===== config.mk =====
export PLATFORM = sky130hd
export DESIGN_NAME = refresh_power_mgr
export DESIGN_NICKNAME = d
export VERILOG_FILES = /design/src/rtl/rpm_pkg.sv /design/src/rtl/rpm_refresh_timer.sv /design/src/rtl/rpm_delay_timer.sv /design/src/rtl/rpm_mode_fsm.sv /design/src/rtl/refresh_power_mgr.sv
export SDC_FILE = /design/constraint.sdc
export NUM_CORES = 1
export LEC_CHECK = 0
export BUFFER_PORTS_ARGS = -buffer_cell sky130_fd_sc_hd__buf_2
export CAP_MARGIN = 20
export CORE_MARGIN = 5
export CORE_UTILIZATION = 60
export CTS_CLUSTER_DIAMETER = 30
export DETAILED_ROUTE_END_ITERATION = 16
export PLACE_DENSITY = 0.95
export SYNTH_ARGS = -nofsm -noshare
export SYNTH_HDL_FRONTEND = slang
export SYNTH_SLANG_ARGS = --single-unit

===== constraint.sdc =====
create_clock -name clk -period 5.8 [get_ports clk]
set_input_delay 1.45 -clock clk [delete_from_list [all_inputs] [get_ports clk]]
set_output_delay 1.45 -clock clk [all_outputs]
set_load 0.01 [all_outputs]

===== src/rtl/rpm_pkg.sv =====
package rpm_pkg;

  typedef enum logic [2:0] {
    M_NORM  = 3'd0,
    M_PD    = 3'd1,
    M_PWAKE = 3'd2,
    M_TRFC  = 3'd3,
    M_SRQ   = 3'd4,
    M_SR    = 3'd5,
    M_SRX   = 3'd6
  } mode_e;

  localparam logic [2:0] UC_NOP = 3'b000;
  localparam logic [2:0] UC_PDN = 3'b101;
  localparam logic [2:0] UC_SRF = 3'b110;

  // clock enable is low only while the memory sleeps
  function automatic logic cke_for(input mode_e m);
    return !(m == M_PD || m == M_SR);
  endfunction

  // user-side busy: idle states only block when a refresh is due
  function automatic logic busy_for(input mode_e m, input logic due);
    case (m)
      M_NORM, M_PD: return due;
      M_SR:         return 1'b0;
      default:      return 1'b1;
    endcase
  endfunction

  // commands handed to the engine rather than consumed here
  function automatic logic cmd_passes(input logic [2:0] c);
    return !(c == UC_NOP || c == UC_PDN || c == UC_SRF);
  endfunction

endpackage


===== src/rtl/rpm_refresh_timer.sv =====
module rpm_refresh_timer #(
  parameter int REFI_W   = 16,
  parameter int REFI_RST = 2228
) (
  input  logic              clk,
  input  logic              rst_n,
  input  logic              reload,
  input  logic              hold,
  input  logic [REFI_W-1:0] refi,
  output logic [REFI_W-1:0] cnt,
  output logic              due
);

  logic [REFI_W-1:0] reload_val;
  assign reload_val = (refi == '0) ? '0 : refi - REFI_W'(1);

  always_ff @(posedge clk) begin
    if (!rst_n)                   cnt <= REFI_W'(REFI_RST - 1);
    else if (reload)              cnt <= reload_val;
    else if (!hold && cnt != '0)  cnt <= cnt - REFI_W'(1);
  end

  assign due = (cnt == '0);

endmodule


===== src/rtl/rpm_delay_timer.sv =====
module rpm_delay_timer #(
  parameter int W = 8
) (
  input  logic         clk,
  input  logic         rst_n,
  input  logic         load,
  input  logic [W-1:0] val,
  output logic         done
);

  logic [W-1:0] cnt;

  always_ff @(posedge clk) begin
    if (!rst_n)              cnt <= '0;
    else if (load)           cnt <= val;
    else if (cnt != '0)      cnt <= cnt - W'(1);
  end

  assign done = (cnt == '0);

endmodule


===== src/rtl/rpm_mode_fsm.sv =====
module rpm_mode_fsm
  import rpm_pkg::*;
#(
  parameter int TRFC_W   = 4,
  parameter int DLY_W    = 8,
  parameter int WAKE_CYC = 1,
  parameter int SRX_CYC  = 200
) (
  input  logic              clk,
  input  logic              rst_n,
  input  logic [2:0]        user_cmd,
  input  logic [TRFC_W-1:0] trfc_cfg,
  input  logic              eng_grant,
  input  logic              due,
  input  logic              dly_done,
  output mode_e             mode_q,
  output logic              dly_load,
  output logic [DLY_W-1:0]  dly_val,
  output logic              fire,
  output logic              timer_hold,
  output logic              issue_ref,
  output logic              ref_req,
  output logic              cke,
  output logic              busy,
  output logic              fwd_vld,
  output logic [2:0]        fwd_cmd
);

  mode_e st_n;
  logic  ret_pd_q, ret_pd_n;

  // recovery count: the strobe cycle is the first busy cycle, zero acts as one
  function automatic logic [DLY_W-1:0] trfc_load(input logic [TRFC_W-1:0] t);
    return (t == '0) ? '0 : DLY_W'(t) - DLY_W'(1);
  endfunction

  always_comb begin
    st_n     = mode_q;
    ret_pd_n = ret_pd_q;
    fire     = 1'b0;
    dly_load = 1'b0;
    dly_val  = '0;
    case (mode_q)
      M_NORM: begin
        if (due) begin
          if (eng_grant) begin
            fire     = 1'b1;
            st_n     = M_TRFC;
            ret_pd_n = 1'b0;
            dly_load = 1'b1;
            dly_val  = trfc_load(trfc_cfg);
          end
        end else if (user_cmd == UC_PDN) begin
          st_n = M_PD;
        end else if (user_cmd == UC_SRF) begin
          st_n = M_SRQ;
        end
      end
      M_PD: begin
        if (due) begin
          st_n     = M_PWAKE;
          dly_load = 1'b1;
          dly_val  = DLY_W'(WAKE_CYC - 1);
        end else if (user_cmd == UC_PDN) begin
          st_n = M_NORM;
        end
      end
      M_PWAKE: begin
        if (dly_done && eng_grant) begin
          fire     = 1'b1;
          st_n     = M_TRFC;
          ret_pd_n = 1'b1;
          dly_load = 1'b1;
          dly_val  = trfc_load(trfc_cfg);
        end
      end
      M_TRFC: begin
        if (dly_done) st_n = ret_pd_q ? M_PD : M_NORM;
      end
      M_SRQ: begin
        if (eng_grant) begin
          fire = 1'b1;
          st_n = M_SR;
        end
      end
      M_SR: begin
        if (user_cmd == UC_SRF) begin
          st_n     = M_SRX;
          dly_load = 1'b1;
          dly_val  = DLY_W'(SRX_CYC - 1);
        end
      end
      M_SRX: begin
        if (dly_done) st_n = M_NORM;
      end
      default: st_n = M_NORM;
    endcase
  end

  always_ff @(posedge clk) begin
    if (!rst_n) begin
      mode_q    <= M_NORM;
      ret_pd_q  <= 1'b0;
      issue_ref <= 1'b0;
    end else begin
      mode_q    <= st_n;
      ret_pd_q  <= ret_pd_n;
      issue_ref <= fire;
    end
  end

  assign timer_hold = (mode_q == M_SR);
  assign cke        = cke_for(mode_q);
  assign busy       = busy_for(mode_q, due);
  assign ref_req    = (mode_q == M_NORM && due) || mode_q == M_PWAKE || mode_q == M_SRQ;
  assign fwd_vld    = (mode_q == M_NORM) && !due && cmd_passes(user_cmd);
  assign fwd_cmd    = fwd_vld ? user_cmd : UC_NOP;

endmodule


===== src/rtl/refresh_power_mgr.sv =====
module refresh_power_mgr
  import rpm_pkg::*;
#(
  parameter int REFI_W   = 16,
  parameter int TRFC_W   = 4,
  parameter int REFI_RST = 2228,
  parameter int WAKE_CYC = 1,
  parameter int SRX_CYC  = 200
) (
  input  logic              clk,
  input  logic              rst_n,
  input  logic [2:0]        user_cmd,
  input  logic [REFI_W-1:0] refi_cfg,
  input  logic [TRFC_W-1:0] trfc_cfg,
  input  logic              eng_grant,
  output logic              ref_req,
  output logic              issue_ref,
  output logic              cke,
  output logic              busy,
  output logic              fwd_vld,
  output logic [2:0]        fwd_cmd
);

  localparam int SRX_W   = $clog2(SRX_CYC + 1);
  localparam int WAKE_W  = $clog2(WAKE_CYC + 1);
  localparam int DLY_A   = (SRX_W > TRFC_W) ? SRX_W : TRFC_W;
  localparam int DLY_W   = (DLY_A > WAKE_W) ? DLY_A : WAKE_W;

  // named internal events, also observed by the checker
  mode_e             mode_q;
  logic [REFI_W-1:0] rfsh_cnt;
  logic              rfsh_due;
  logic              rfsh_fire;
  logic              rfsh_hold;
  logic              dly_load;
  logic [DLY_W-1:0]  dly_val;
  logic              dly_done;

  rpm_refresh_timer #(.REFI_W(REFI_W), .REFI_RST(REFI_RST)) u_tmr (
    .clk    (clk),
    .rst_n  (rst_n),
    .reload (rfsh_fire),
    .hold   (rfsh_hold),
    .refi   (refi_cfg),
    .cnt    (rfsh_cnt),
    .due    (rfsh_due)
  );

  rpm_delay_timer #(.W(DLY_W)) u_dly (
    .clk   (clk),
    .rst_n (rst_n),
    .load  (dly_load),
    .val   (dly_val),
    .done  (dly_done)
  );

  rpm_mode_fsm #(
    .TRFC_W(TRFC_W), .DLY_W(DLY_W), .WAKE_CYC(WAKE_CYC), .SRX_CYC(SRX_CYC)
  ) u_fsm (
    .clk        (clk),
    .rst_n      (rst_n),
    .user_cmd   (user_cmd),
    .trfc_cfg   (trfc_cfg),
    .eng_grant  (eng_grant),
    .due        (rfsh_due),
    .dly_done   (dly_done),
    .mode_q     (mode_q),
    .dly_load   (dly_load),
    .dly_val    (dly_val),
    .fire       (rfsh_fire),
    .timer_hold (rfsh_hold),
    .issue_ref  (issue_ref),
    .ref_req    (ref_req),
    .cke        (cke),
    .busy       (busy),
    .fwd_vld    (fwd_vld),
    .fwd_cmd    (fwd_cmd)
  );

endmodule


# ---- Yosys cells after proc, flatten, opt, wreduce, memory -nomap -nowiden
# Index checks and enable logic that the tools add are counted.
dict set report classes {
  reduce_logical 28
  n_eq_ne 18
  addsub 4
  n_mux 37
}
# cell n
set op_table {}
lappend op_table {{2-to-1 mux 8 bit} 7}
lappend op_table {{2-to-1 mux 16 bit} 3}
lappend op_table {{2-to-1 mux 3 bit} 12}
lappend op_table {{logical NOT 16 bit} 2}
lappend op_table {{subtractor 16 x 1 -> 16 bit, second input constant} 2}
lappend op_table {{one-hot mux 8 bit (3 select lines)} 1}
lappend op_table {{one-hot mux 3 bit (7 select lines)} 1}
lappend op_table {{nonzero test 16 bit} 1}
lappend op_table {{equality test 3 bit, second input constant} 5}
lappend op_table {{!= test 2 x 1 -> 1 bit, second input constant} 5}
lappend op_table {{2-to-1 mux 1 bit} 9}
lappend op_table {{logical NOT 8 bit} 1}
lappend op_table {{AND reduction 8 bit} 1}
lappend op_table {{nonzero test 8 bit} 1}
lappend op_table {{subtractor 8 x 1 -> 8 bit, second input constant} 1}
lappend op_table {{equality test 3 x 2 -> 1 bit, second input constant} 2}
lappend op_table {{logical NOT 3 bit} 2}
lappend op_table {{nonzero test 2 bit} 3}
lappend op_table {{logical AND 1 bit} 5}
lappend op_table {{logical OR 1 bit} 5}
lappend op_table {{subtractor 4 x 1 -> 5 bit, second input constant} 1}
lappend op_table {{logical NOT 1 bit} 4}
lappend op_table {{logical NOT 4 bit} 1}
lappend op_table {{!= test 2 bit, second input constant} 2}
lappend op_table {{9 further kinds} 10}
dict set report totals {
  word_cells 92
  inputBits 26
  regBits 29
}

# ---- Logic depth before layout (Yosys ltp)
# Gate-level depths: netlist of the first run.
dict set report depth {
  depth_word 6
  depth_mapped 9
  mapped_depth_nobuf 8
}

# ---- Hierarchy
# A second synthesis of the first run with hierarchy kept.
dict set report unflattened {
  cells_unflattened 301
  area_unflattened_um2 2442.3
}
# mod area_each_um2 cells_each instances
set modules_own_cells {}
lappend modules_own_cells {rpm_refresh_timer 1378.8 160 1}
lappend modules_own_cells {rpm_mode_fsm 605.6 90 1}
lappend modules_own_cells {rpm_delay_timer 457.9 51 1}

# ---- Worst setup path after synthesis of the first run
# OpenSTA, ideal clock, no wires.
dict set report synth_timing {
  path_kind {in2out}
  from {input port user_cmd[0]}
  to {output port fwd_vld}
  path_buffers 0
  path_slack_ns 2.413
  cell_stages 3
  t_required_ns 4.350
  arrival_time_ns 1.937
  cell_sequence {nand3b_1 o21ai_0 nor3_1}
}
dict set report synth_between {
  elab_chain_cells 5
}
# item line_no
set synth_lines {}
lappend synth_lines {{start: declaration} refresh_power_mgr.sv:12} ;# input logic [2:0] user_cmd,
lappend synth_lines {{equality test 3 bit or logical NOT 3 bit (tied branches)} rpm_pkg.sv:33} ;# return !(c == UC_NOP || c == UC_PDN || c == UC_SRF);
lappend synth_lines {{logical OR 1 bit} rpm_pkg.sv:33}
lappend synth_lines {{logical OR 1 bit (*)} rpm_pkg.sv:33}
lappend synth_lines {{logical NOT 1 bit (*)} rpm_pkg.sv:33}
lappend synth_lines {{logical AND 1 bit (*)} rpm_mode_fsm.sv:116} ;# assign fwd_vld = (mode_q == M_NORM) && !due && cmd_passes(user_cmd);
lappend synth_lines {{end: declaration} refresh_power_mgr.sv:20} ;# output logic fwd_vld,
# Mark *: on every way between the ends. The rest lies on a longest branch, timed or not.

# ---- Final worst setup path of the first run
dict set report layout_timing {
  from {register u_tmr.cnt[8]}
  to {output port fwd_cmd[2]}
}
dict set report layout_between {
  elab_chain_cells 5
}
# item line_no
set layout_lines {}
lappend layout_lines {{start: declaration} rpm_refresh_timer.sv:10} ;# output logic [REFI_W-1:0] cnt,
lappend layout_lines {{start signal: assignment} rpm_refresh_timer.sv:18} ;# if (!rst_n) cnt <= REFI_W'(REFI_RST - 1);
lappend layout_lines {{start signal: assignment} rpm_refresh_timer.sv:19} ;# else if (reload) cnt <= reload_val;
lappend layout_lines {{start signal: assignment} rpm_refresh_timer.sv:20} ;# else if (!hold && cnt != '0) cnt <= cnt - REFI_W'(1);
lappend layout_lines {{logical NOT 16 bit} rpm_refresh_timer.sv:23} ;# assign due = (cnt == '0);
lappend layout_lines {{logical NOT 1 bit} rpm_mode_fsm.sv:116}
lappend layout_lines {{logical AND 1 bit (2 in a row)} rpm_mode_fsm.sv:116}
lappend layout_lines {{2-to-1 mux 3 bit} rpm_mode_fsm.sv:117} ;# assign fwd_cmd = fwd_vld ? user_cmd : UC_NOP;
lappend layout_lines {{end: declaration} refresh_power_mgr.sv:21} ;# output logic [2:0] fwd_cmd
# No other way between the ends.

==> impl_results.md, run 1 <==
- Largest net degree at the start of global routing: 20
- Buffers on Ports: 33
- Drt wl/cell: around 14 µm
- Initial antenna violation count: 0
- H-Tree Depth: 2
- Die height: approximately 71 µm
- # rows: 22
- Fmax: 0.2563 GHz
- Switch Pwr: around 410 µW
- Area leader, netlist: dfxtp_1
- Total GRT Usage: a little under a quarter
- Final hold violations: 0
- Post-synthesis xor/xnor area fraction: about an eighth
- Worst-path fanout max: 6
- First-pass GRT wire length: approximately 9500 µm
- Post-Synth Adder-Cell Area: between 2 and 3%
- Crit start category: register
- CTS hold repair buffers: 0
- Synthesized-area fraction occupied by and/or/nand/nor cells: roughly a third
- Worst-Margin Slew: 850.2 ps
- Slew Viols, Final: 0
- Post_cts resized: 0
- Clk_skew: approximately 8.0 ps
- Yosys warnings: 0
- Seq pwr share: 33.4%
- Vias in the first global route: ~2200
- # setup viols final: 0
- Routed wire length: roughly 5300 µm
- TritonCTS clock tree: built
- Post-CTS Setup Inserts: 0
- Clock sinks: 29
- Asr flop ratio synth: 0%
- Cells after DPL: 363
- Top-area cell type share of the netlist area: ~26%
- Starting Density: between 60% and 70%
- Kind of critical path: register to output pin
- Post-synth EDFFs: 0
- Largest cells by area after synthesis: dfxtp_1 26%, xnor2_1 7.4%, nor2_1 6.2%
- Layout Nets: roughly 350
- Post-Syn Area: roughly 0.0022 mm²
- RSZ-0062 raised after global routing: false
- Count of different cell masters after synthesis: 50
- Crit path required time: 4350 ps
- Fin cells: between 300 and 400
- Fin crit period: ~3900 ps
- Commonest non-fill, non-tap cell in the layout: nor2_1
- Synth Area in Compound Gates: roughly a fifth
- Mux share of post-synthesis cell area: 2.348%
- Max-slew headroom: a little over two fifths
- Initial DRC Count: 227
- Final core occ: between 70% and 80%
- Sw Ratio: around 41%
- P_leak: around 0.97 nW
- TritonCTS Buffers: 5
- First-pass DRT Iterations: 4
- Worst Path Arrival: ~2500 ps
- Status: complete, no violations
- Bufs on Longest Clock Path: 2
- CTS root buffer: clkbuf_8
- Worst vdd ir: about 160 µV
- Post-Synthesis Cells: ~290
- Clock Latency Late Sink: between 200 and 300 ps
- Main combinational cell family by area after synthesis: simple AND/OR/NAND/NOR gates
- Sequential area share after synthesis: between 20% and 30%
- Core Box Area: 0.003633 mm²
- Ports: 34
- Period Utilization, post-route: approximately 67%
- Max cap viols: 0
- Power per cell area: 398.9 mW/mm²
- Area grow syn2layout: 13.97%
- Flops & latches, synth: 29
- Post-DRT Antenna Nets: 0
- DRC: 0
- Routed vias: approximately 2200
- Hpwl dp: 3954 µm
- Worst Hold Class: register to register
- Die area: around 0.0051 mm²
- Logic pwr share: between 40% and 50%
- Syn Area/Cell: between 7 and 8 µm²
- Setup TNS: 0 ps
- Hold Slack: 555.4 ps
- Diodes inserted: 0
- Die X: ~71 µm
- Routability congestion estimate: 0.9311
- Post-synthesis net count: 320
- Clock-pin transition on the worst setup and hold timing paths: approximately 60 ps
- Int Pwr: 604.8 µW
- Clock power share: a little over a fifth
- Layout cells sized above 1: between 10% and 20%
- Synth Flop Type: dfxtp_1
- Most frequent cells in the layout: 37 x nor2_1, 33 x buf_2, 29 x dfxtp_1, 23 x nand2_1, 19 x xnor2_1
- Worst setup EP type: output pin
- Vias per cell: approximately 6.0
- Overflow after GRT: 0
[final timing paths]
check                                  from                         end  slack [ps]  cells past startpoint
hold / removal    u_dly.cnt[5]$_SDFFE_PN0P_   u_dly.cnt[5]$_SDFFE_PN0P_         560                      2
setup / recovery  u_tmr.cnt[8]$_SDFFE_PN0P_                  fwd_cmd[2]        1900                      7
hold reg to reg   u_dly.cnt[5]$_SDFFE_PN0P_   u_dly.cnt[5]$_SDFFE_PN0P_         560                      2
setup reg to reg  u_dly.cnt[0]$_SDFFE_PN0P_  u_tmr.cnt[12]$_SDFFE_PN0P_        3080                      8
[synthesized netlist by cell type (3+ instances only)]
| cell type | count |
|---|---|
| nand3b_1 | 6 |
| or4_1 | 6 |
| inv_1 | 10 |
| and3_1 | 6 |
| nand3_1 | 8 |
| o311ai_0 | 3 |
| or3_1 | 5 |
| mux2i_1 | 3 |
| o211ai_1 | 6 |
| xnor2_1 | 19 |
| o31ai_1 | 3 |
| nand2_1 | 23 |
| nand2b_1 | 4 |
| o21ai_0 | 17 |
| a21oi_1 | 13 |
| xor2_1 | 11 |
| nor2_1 | 37 |
| o22ai_1 | 8 |
| clkbuf_1 | 5 |
| dfxtp_1 | 29 |
| nor3_1 | 18 |
| o21a_1 | 4 |
| ha_1 | 5 |
| or2_2 | 3 |
[power by group through the flow]
stage	clock (mW)	sequential, mW	combinational (mW)
finish	0.216	0.340	0.461
global route	0.228	0.353	0.517
CTS	0.219	0.339	0.459
detailed placement	0	0.343	0.451
global placement	0	0.340	0.441
floorplan	0	0.313	0.370
[critical path, cell delays in order (launching register included)]
cell and delay, ps:
dfxtp_1 370, or4_1 590, nor3_2 280, nand3_1 270
nand2_1 260, nor2_1 80, and3_1 180, buf_2 130
[stage by stage]
| stage | instance area [µm²] | total power [mW] | worst slack, ps |
|---|---|---|---|
| 2_1_floorplan | 2238 | 0.6833 | 2413 |
| 3_3_place_gp | 2435 | 0.7816 | 2239 |
| 3_5_place_dp | 2435 | 0.7945 | 2198 |
| 4_1_cts | 2551 | 1.017 | 1918 |
| 5_1_grt | 2551 | 1.098 | 1707 |
| 6_report | 2551 | 1.018 | 1898 |
[state kept, by name, summed over array words and instances, names as in the netlist]
| name | flops |
|---|---|
| u_fsm.ret_pd_q | 1 |
| u_fsm.mode_q | 3 |
| u_dly.cnt | 8 |
| u_tmr.cnt | 16 |
| u_fsm.issue_ref | 1 |
[area by class of cell]
cell class | count | area [µm²]
clock buffers | 7 | 86.33
clock inverters | 1 | 30.03
fillers | 322 | 1082
inverters | 10 | 37.54
multi-input cells | 243 | 1592
flip-flops and latches | 29 | 580.6
well taps | 48 | 60.06
repair buffers | 33 | 165.2
[per-layer routing]
metal	global-route usage (%)	vias to the layer above	part of all wire, %	wire length [µm]
met4	9.603	0	2.3	125
met2	40.16	85	49	2625
met1	26.35	993	41	2201
met3	4.830	14	7.1	381
met5	0	-	0	0
li1	-	1125	-	-
[cells by family (layout without fill, tap and decap cells)]
logic type	after synthesis	after routing
compound gates	69	69
xor+xnor	30	30
fa+ha+maj	5	5
buf+inv	17	51
flops	29	29
mux	5	5
simple gates	134	134
Note: power is estimated with default switching activity, not from simulation.
==> run 2: changes to the inputs <==
--- a/config.mk
+++ b/config.mk
@@ -5,13 +5,14 @@
 export SDC_FILE = /design/constraint.sdc
 export NUM_CORES = 1
 export LEC_CHECK = 0
+export ABC_AREA = 1
 export BUFFER_PORTS_ARGS = -buffer_cell sky130_fd_sc_hd__buf_2
 export CAP_MARGIN = 20
 export CORE_MARGIN = 5
-export CORE_UTILIZATION = 60
+export CORE_UTILIZATION = 53
 export CTS_CLUSTER_DIAMETER = 30
 export DETAILED_ROUTE_END_ITERATION = 16
-export PLACE_DENSITY = 0.95
+export PLACE_DENSITY = 0.88
 export SYNTH_ARGS = -nofsm -noshare
 export SYNTH_HDL_FRONTEND = slang
 export SYNTH_SLANG_ARGS = --single-unit
==> constraint.sdc (replaced) <==
create_clock -name clk -period 3.45 [get_ports clk]
set_input_delay 0.8625 -clock clk [delete_from_list [all_inputs] [get_ports clk]]
set_output_delay 0.8625 -clock clk [all_outputs]
set_load 0.01 [all_outputs]
==> impl_results.md, run 2 <==
- Drt wl/cell: 12.40 µm (-14%)
- Clock Latency Late Sink: 290 ps (about the same)
- Crit path required time: 2590 ps (-1760 ps)
- Kind of critical path: register to output pin
- Layout cells sized above 1: 14.55% (-3.7 points)
- FF+latch area: 580.6 µm² (unchanged)
- Crit start category: register
- Max cap viols: 0 (unchanged)
- Worst-path fanout max: 9 (+3)
- Worst Hold Class: register to register
- Slew Viols, Final: 0 (unchanged)
- Final core occ: 59.91% (-10 points)
- First-pass GRT wire length: 11740 µm (+23%)
- Largest net degree at the start of global routing: 18 (-10%)
- Routability congestion estimate: 0.9275 (-0.39%)
- Die area: 0.006749 mm² (+34%)
- Top-area cell type share of the netlist area: 21.04% (-4.9 points)
- Largest cells by area after synthesis: dfxtp_1 21%, nand2_1 14%, nor2_1 11%
- Period Utilization, post-route: around four fifths
- Buffers on Ports: 33 (unchanged)
- Starting Density: 54.36% (-7.2 points)
- Worst setup EP type: output pin
- # rows: 26 (+18%)
- TritonCTS clock tree: built
- Clock power share: 16.9% (-4.3 points)
- Post-DRT Antenna Nets: 0 (unchanged)
- Overflow after GRT: 0 (unchanged)
- DRC: 0 (unchanged)
- TritonCTS Buffers: 5 (unchanged)
- Clock sinks: 29 (unchanged)
- Worst-Margin Slew: 584.9 ps (-265.3 ps)
- Clock-pin transition on the worst setup and hold timing paths: 70 ps (about the same)
- Power per cell area: 558.9 mW/mm² (+40%)
- CTS root buffer: clkbuf_8
- Seq pwr share: 30.6% (-2.8 points)
- Post-Syn Area: 0.002759 mm² (+23%)
- Total GRT Usage: 21.96% (-0.77 points)
- Post-synth EDFFs: 0 (unchanged)
- Fin worst setup slack: 621.8 ps (-1276 ps)
- Int Pwr: 908.2 µW (+50%)
- Regs by FF count: u_tmr.cnt (16), u_dly.cnt (8), u_fsm.mode_q (3)
- Logic pwr share: 52.6% (+7.3 points)
- Post-synthesis net count: 492 (+54%)
- Switch Pwr: 791.0 µW (+92%)
- Syn Area/Cell: 5.985 µm² (-23%)
- Post-Synthesis Cells: 461 (+60%)
- # setup viols final: 0 (unchanged)
- Asr flop ratio synth: 0% (unchanged)
- Setup TNS: 0 ps (unchanged)
- Initial DRC Count: 129 (-43%)
- RSZ-0062 raised after global routing: false
- Pre-CTS WS: 680.7 ps (-1517 ps)
- Sw Ratio: 46.55% (+6.0 points)
- Area grow syn2layout: 10.20%
- Hpwl dp: 5449 µm (+38%)
- Vias in the first global route: 2815 (+26%)
- P_leak: 1.498 nW (+55%)
- Synth Flop Type: dfxtp_1
- Bufs on Longest Clock Path: 2 (unchanged)
- Worst vdd ir: 311.4 µV (+98%)
- Diodes inserted: 0 (unchanged)
- Yosys warnings: 0 (unchanged)
- Area post-placement: 0.002954 mm² (+21%)
- Status: complete, no violations
- Most frequent cells in the layout: 106 x nand2_1, 80 x nor2_1, 54 x inv_1, 50 x nand3_1, 33 x buf_2
- Area of the multi-input gates: 0.001891 mm² (+19%)
- Sequential area share after synthesis: 21.04% (-4.9 points)
- Most frequent cell after synthesis: nand2_1
- CTS hold repair buffers: 0 (unchanged)
- Routed wire length: 7004 µm (+31%)
- Die height: 82.15 µm (+16%)
- Count of different cell masters after synthesis: 39 (-22%)
- Fmax: approximately 0.35 GHz
- H-Tree Depth: 2 (unchanged)
- Clk_skew: 4.823 ps (-3.195 ps)
- Initial antenna violation count: 0 (unchanged)
- Post_cts resized: 0 (unchanged)
- Total Power: 1.699 mW (+67%)
- Layout Nets: 525 (+49%)
- Worst Path Arrival: 1970 ps (-480 ps)
- Post-CTS Setup Inserts: 0 (unchanged)
- Max FFs per register: 16 (unchanged)
- Synth top cells by count: 106 x nand2_1, 80 x nor2_1, 54 x inv_1, 50 x nand3_1, 29 x dfxtp_1
- First-pass DRT Iterations: 4 (unchanged)
- Fin crit period: roughly 2800 ps
- Design Area, Final: 0.003040 mm² (+19%)
- Routed vias: 3004 (+35%)
- Vias per cell: 5.317 (-11%)
- Commonest non-fill, non-tap cell in the layout: nand2_1
- Ports: 34 (unchanged)
- Filler instances: 535 (+66%)
- Max-slew headroom: 61.00% (+18 points)
- Core Box Area: 0.005075 mm² (+40%)
- Die X: 82.15 µm (+16%)
- Area leader, netlist: dfxtp_1
- Largest Register: u_tmr.cnt
- Flops & latches, synth: 29 (unchanged)
- Final hold violations: 0 (unchanged)
-- run 2: changes by cell type after synthesis, sizes merged, moves of 7 or more --
cell and change:
nand2 +93, inv +50, nor2 +49, nand3 +44, nand4 +10, xnor2 -9, o22ai -8, or4 -8
nor3 -7, or3 -7
-- run 2: logic make-up (layout without fill, tap and decap cells) --
group | after synthesis | after routing | share of synthesized area, %
AO/OA/AOI/OAI | 48 | 48 | 9.434
flip-flops | 29 | 29 | 21.04
adder cells (fa/ha/maj) | 5 | 5 | 2.268
AND/OR/NAND/NOR | 286 | 286 | 48.57
buffers and inverters | 67 | 101 | 10.43
XOR/XNOR | 26 | 26 | 8.254
-- run 2: routing by layer --
layer	vias to the layer above	GRT usage [%]	part of all wire, %
met2	116	40.47	49
li1	1541	-	-
met5	-	0	0
met4	0	10.47	1.6
met3	9	3.145	6.5
met1	1338	24.60	42
-- run 2: cell type report --
class	instances	area share, %
clock buffer	5	2.263
clock inverter	3	0.5761
inverter	60	7.572
multi-input combinational	365	62.18
sequential	29	19.09
tap	70	2.881
timing repair buffer	33	5.432
-- run 2: worst paths after layout --
kind / startpoint / end / slack (ps) / depth (start not counted)
hold reg to reg: u_tmr.cnt[0]$_SDFFE_PN1P_ / u_tmr.cnt[0]$_SDFFE_PN1P_ / 480 / 2
hold / removal: u_tmr.cnt[0]$_SDFFE_PN1P_ / u_tmr.cnt[0]$_SDFFE_PN1P_ / 480 / 2
setup reg to reg: u_tmr.cnt[0]$_SDFFE_PN1P_ / u_tmr.cnt[1]$_SDFFE_PN1P_ / 1380 / 10
setup / recovery: u_tmr.cnt[0]$_SDFFE_PN1P_ / fwd_cmd[1] / 620 / 9
-- run 2: power groups by stage --
stage / clock network [mW] / registers, mW / logic, mW
after floorplan: 0 / 0.503 / 0.719
after global placement: 0 / 0.520 / 0.853
after detailed placement: 0 / 0.524 / 0.882
after CTS: 0.291 / 0.518 / 0.889
after global routing: 0.304 / 0.533 / 1.01
final: 0.286 / 0.519 / 0.893
-- run 2: worst max-delay path, stage by stage (launching register included) --
cell and delay (ps):
dfxtp_1 310, inv_1 110, ha_1 220, nand2_2 140
nor2_4 220, nand2_2 170, and3_1 230, inv_1 100
nor2_1 50, buf_2 130
-- run 2: through the flow --
stage | cells | hold slack [ps]
6_report | 565 | 477.1
4_1_cts | 565 | 471.6
3_3_place_gp | 557 | 441.8
2_1_floorplan | 461 | 431.3
5_1_grt | 565 | 486.8
3_5_place_dp | 557 | 455.3
